--- config.mk ---
export PLATFORM = sky130hd
export DESIGN_NAME = tok_stage
export DESIGN_NICKNAME = d
export VERILOG_FILES = /design/src/rtl/tok_pkg.sv /design/src/rtl/tok_node.sv /design/src/rtl/tok_guards.sv /design/src/rtl/tok_stage.sv
export SDC_FILE = /design/constraint.sdc
export NUM_CORES = 1
export LEC_CHECK = 0
export ABC_AREA = 1
export BUFFER_PORTS_ARGS = -buffer_cell sky130_fd_sc_hd__buf_2
export CORE_AREA = 4 4 41 43
export CTS_CLUSTER_SIZE = 12
export DETAILED_ROUTE_END_ITERATION = 8
export DIE_AREA = 0 0 45 47
export GPL_TIMING_DRIVEN = 0
export MAX_ROUTING_LAYER = met4
export PLACE_DENSITY = 0.3
export RECOVER_POWER = 25
export SYNTH_ARGS = -nofsm -noshare
export SYNTH_HDL_FRONTEND = slang
export SYNTH_SLANG_ARGS = --single-unit
--- constraint.sdc ---
create_clock -name clk -period 0.8 [get_ports clk]
set_input_delay 0.2 -clock clk [delete_from_list [all_inputs] [get_ports clk]]
set_output_delay 0.2 -clock clk [all_outputs]
set_load 0.005 [all_outputs]
--- src/rtl/tok_pkg.sv ---
package tok_pkg;

    typedef enum logic {
        HB_PRECHARGE = 1'b0,
        HB_WEAK      = 1'b1
    } hb_mode_e;

    typedef struct packed {
        logic set;
        logic clr;
    } guard_t;

    typedef struct packed {
        logic gate;
        logic lvalid;
        logic oreq;
    } node_vec_t;

    localparam int NODE_CNT = $bits(node_vec_t);
    localparam int IX_GATE  = 2;
    localparam int IX_LV    = 1;
    localparam int IX_OREQ  = 0;

    localparam node_vec_t NODES_RESET = '{gate: 1'b1, lvalid: 1'b0, oreq: 1'b0};

    function automatic logic rule_next(input logic cur, input guard_t g);
        logic nxt;
        if (g.set)
            nxt = 1'b1;
        else if (g.clr)
            nxt = 1'b0;
        else
            nxt = cur;
        return nxt;
    endfunction

endpackage

--- src/rtl/tok_node.sv ---
module tok_node
    import tok_pkg::*;
#(
    parameter logic RST_VAL = 1'b0
) (
    input  logic   clk,
    input  logic   rst,
    input  guard_t g,
    output logic   q
);

    always_ff @(posedge clk) begin
        if (rst)
            q <= RST_VAL;
        else
            q <= rule_next(q, g);
    end

endmodule

--- src/rtl/tok_guards.sv ---
module tok_guards
    import tok_pkg::*;
#(
    parameter hb_mode_e MODE = HB_PRECHARGE
) (
    input  node_vec_t                cur,
    input  logic                     in_req,
    input  logic                     out_en,
    output guard_t [NODE_CNT-1:0]    g,
    output logic                     in_en
);

    generate
        if (MODE == HB_PRECHARGE) begin : g_pchb
            always_comb begin
                in_en           = ~cur.lvalid;
                g[IX_OREQ].set  = cur.gate & in_req;
                g[IX_OREQ].clr  = ~cur.gate;
                g[IX_LV].set    = in_req & cur.oreq & ~cur.lvalid;
                g[IX_LV].clr    = ~in_req & ~cur.oreq & cur.lvalid;
                g[IX_GATE].set  = ~cur.lvalid & out_en;
                g[IX_GATE].clr  = cur.lvalid & ~out_en;
            end
        end else begin : g_weak
            always_comb begin
                in_en           = ~cur.oreq;
                g[IX_OREQ].set  = out_en & in_req;
                g[IX_OREQ].clr  = ~out_en & ~in_req;
                g[IX_LV].set    = in_req & cur.oreq & ~cur.lvalid;
                g[IX_LV].clr    = ~in_req & ~cur.oreq & cur.lvalid;
                g[IX_GATE].set  = out_en & ~cur.gate;
                g[IX_GATE].clr  = ~out_en & cur.gate;
            end
        end
    endgenerate

endmodule

--- src/rtl/tok_stage.sv ---
module tok_stage
    import tok_pkg::*;
#(
    parameter hb_mode_e MODE = HB_PRECHARGE
) (
    input  logic clk,
    input  logic rst,
    input  logic in_req,
    output logic in_en,
    output logic out_req,
    input  logic out_en
);

    localparam logic [NODE_CNT-1:0] RST_BITS = NODES_RESET;

    logic [NODE_CNT-1:0]   node_bits;
    node_vec_t             node_q;
    guard_t [NODE_CNT-1:0] guard_all;

    assign node_q = node_vec_t'(node_bits);

    tok_guards #(.MODE(MODE)) u_guards (
        .cur    (node_q),
        .in_req (in_req),
        .out_en (out_en),
        .g      (guard_all),
        .in_en  (in_en)
    );

    generate
        for (genvar i = 0; i < NODE_CNT; i++) begin : g_node
            tok_node #(.RST_VAL(RST_BITS[i])) u_node (
                .clk (clk),
                .rst (rst),
                .g   (guard_all[i]),
                .q   (node_bits[i])
            );
        end
    endgenerate

    assign out_req = node_q.oreq;

endmodule

==> metrics <==
post-synth net total=16; cell internal pwr=0.369 mW; die area=2120 um2; Final Instance Area=196 um2; gpl congestion=around 0.52; Clock Skew=0.00420 ns; P&R area growth vs syn=93.8%; final hold slack=0.178 ns; RSZ-0062 raised after global routing=true; Vias=115; PD cells=2390 nW/um2; HPWL after DPL=around 200 um; Bufs on Longest Clock Path=2; number of port buffers=5; status=complete, but fails checks; post-synthesis sequential area ratio=59.3%; Total GRT Usage=3.99%; row count=13; DIE WIDTH=45 um; Comb power frac=approximately 9.0%; CP Capture Type=output port; Critical Path Source Type=flop; Antenna diodes=0; Yosys cell types=7; average size of a mapped cell=8.45 um2; final setup violation count=2; Largest register FFs=3; # DRC=0; critical path type=flop to output port; I/O Pins=6; share of cells above drive strength 1=approximately 65%; Psw=slightly above 0.1 mW; VDD IR-drop max=394 uV; vias per inst=between 3 and 4; Core Area=1300 um2; H-tree Lvls=1; Post-DP Area=about 150 um2; first-pass GRT wire length=around 480 um; violated checks=negative setup slack; CP max FO=2; utilization after layout=15.1%; register with the most flip-flops=g_node.u_node.q; Flop pwr share=34.5%; commonest non-fill, non-tap cell in the layout=buf_2; Slew Viols, Final=0; area of the multi-input gates=41.3 um2; CTS tree=done; clock root buffer=clkbuf_4; Final Power=0.470 mW; total of max-cap violations=0; WL final=~300 um; Yosys warnings=0; Clock Latency Late Sink=0.23 ns; First-pass DRT Iterations=1; Post-Route Setup TNS=-0.152 ns; critical path arrival=0.69 ns; Mapped Area=101 um2; relative slew slack=between 80 and 90%; Reg area=62.6 um2; Clk pwr share=between 50 and 60%; most frequent cells in the layout=5 x buf_2, 3 x clkbuf_4, 2 x nor2_1, 2 x dfxtp_2, 2 x buf_4; Die Y=47 um; DRT antenna net count=0; Required @ worst endpoint=approximately 0.60 ns; fillers=155; Clock transition at path regs=0.04 ns; CTS sink cnt=3; grt ovf=0; final worst slack=-0.0945 ns; Initial Util=7.79%; Sw Ratio=21.5%; number of synthesized register bits=3; Worst Max-Slew Pin Slew=0.156 ns; Final Hold Viols=0; period utilisation layout=112%; CTS buffer count=3; 1st-iter DRT viols=0; initial antenna violation count=0; layout net count=28; Largest regs=g_node.u_node.q: 3 flops; leakage power=between 0.09 and 0.1 nW; drt wl/cell=just under 8 um; Hold Path Class=primary input to flop; Highest Clock Rate=1120 MHz; Cells after Synth=12; Tmin final=0.895 ns; largest net degree at the start of global routing=3; Hold-fix buffers, CTS=0; vias in the first global route=114
critical path: stages (launching register included):
cell     delay, ns
dfxtp_2       0.32
inv_2         0.03
buf_2         0.11
synthesized netlist by cell type, drive strengths merged:
master	count	area, um2
inv	2	7.51
nor2	2	7.51
o21ai	1	5.00
dfxtp	3	60.1
nand2	1	3.75
o21bai	1	7.51
a21oi	2	10.0
power groups by stage:
stage	Sequential (mW)	Clock (mW)	Combinational (mW)
floorplan	0.163	0	0.0121
global placement	0.163	0	0.0289
detailed placement	0.163	0	0.0290
CTS	0.162	0.280	0.0390
global route	0.162	0.303	0.0460
finish	0.162	0.266	0.0421
kinds of logic (layout without fill, tap and decap cells):
group | count (synthesis) | after routing | share of synthesized area, %
flip-flops | 3 | 3 | 59.3
AO/OA/AOI/OAI | 4 | 4 | 22.2
buffers and inverters | 2 | 13 | 7.41
AND/OR/NAND/NOR | 3 | 3 | 11.1
repair_timing:
| item | 4_1_cts | 5_1_grt |
|---|---|---|
| buffers inserted | 2 | 0 |
| endpoints found under the setup margin | 2 | 3 |
| cloned | 0 | 0 |
| resized for setup | 3 | 2 |
through the flow:
stage,std cells,setup slack (ns)
2_1_floorplan,12,0.159
3_3_place_gp,32,0.103
3_5_place_dp,32,0.0898
4_1_cts,38,-0.109
5_1_grt,38,-0.134
6_report,38,-0.0945
layer usage:
layer / routed length, um / track usage [%] / part of all wire (%) / up-vias
met2: 105 / 3.95 / 35 / 7
li1: - / - / - / 62
met5: 0 / - / 0 / -
met4: 0 / 3.51 / 0 / 0
met3: 55 / 4.98 / 18 / 0
met1: 138 / 3.63 / 46 / 46
worst paths after layout:
kind	cells after the start	slack [ns]	from	to
hold reg to reg	2	0.43	g_node[2].u_node.q	g_node[0].u_node.q
setup / recovery	2	-0.09	g_node[1].u_node.q	in_en
hold / removal	3	0.18	rst	g_node[2].u_node.q
setup reg to reg	3	0.03	g_node[0].u_node.q	g_node[1].u_node.q
layout make-up:
class | count | share of cell area (%)
timing repair buffer | 7 | 20.4
sequential | 3 | 31.8
tap | 15 | 9.55
clock buffer | 4 | 13.4
multi-input combinational | 7 | 21.0
inverter | 2 | 3.82
No activity file was read; power rests on OpenSTA's default activity.
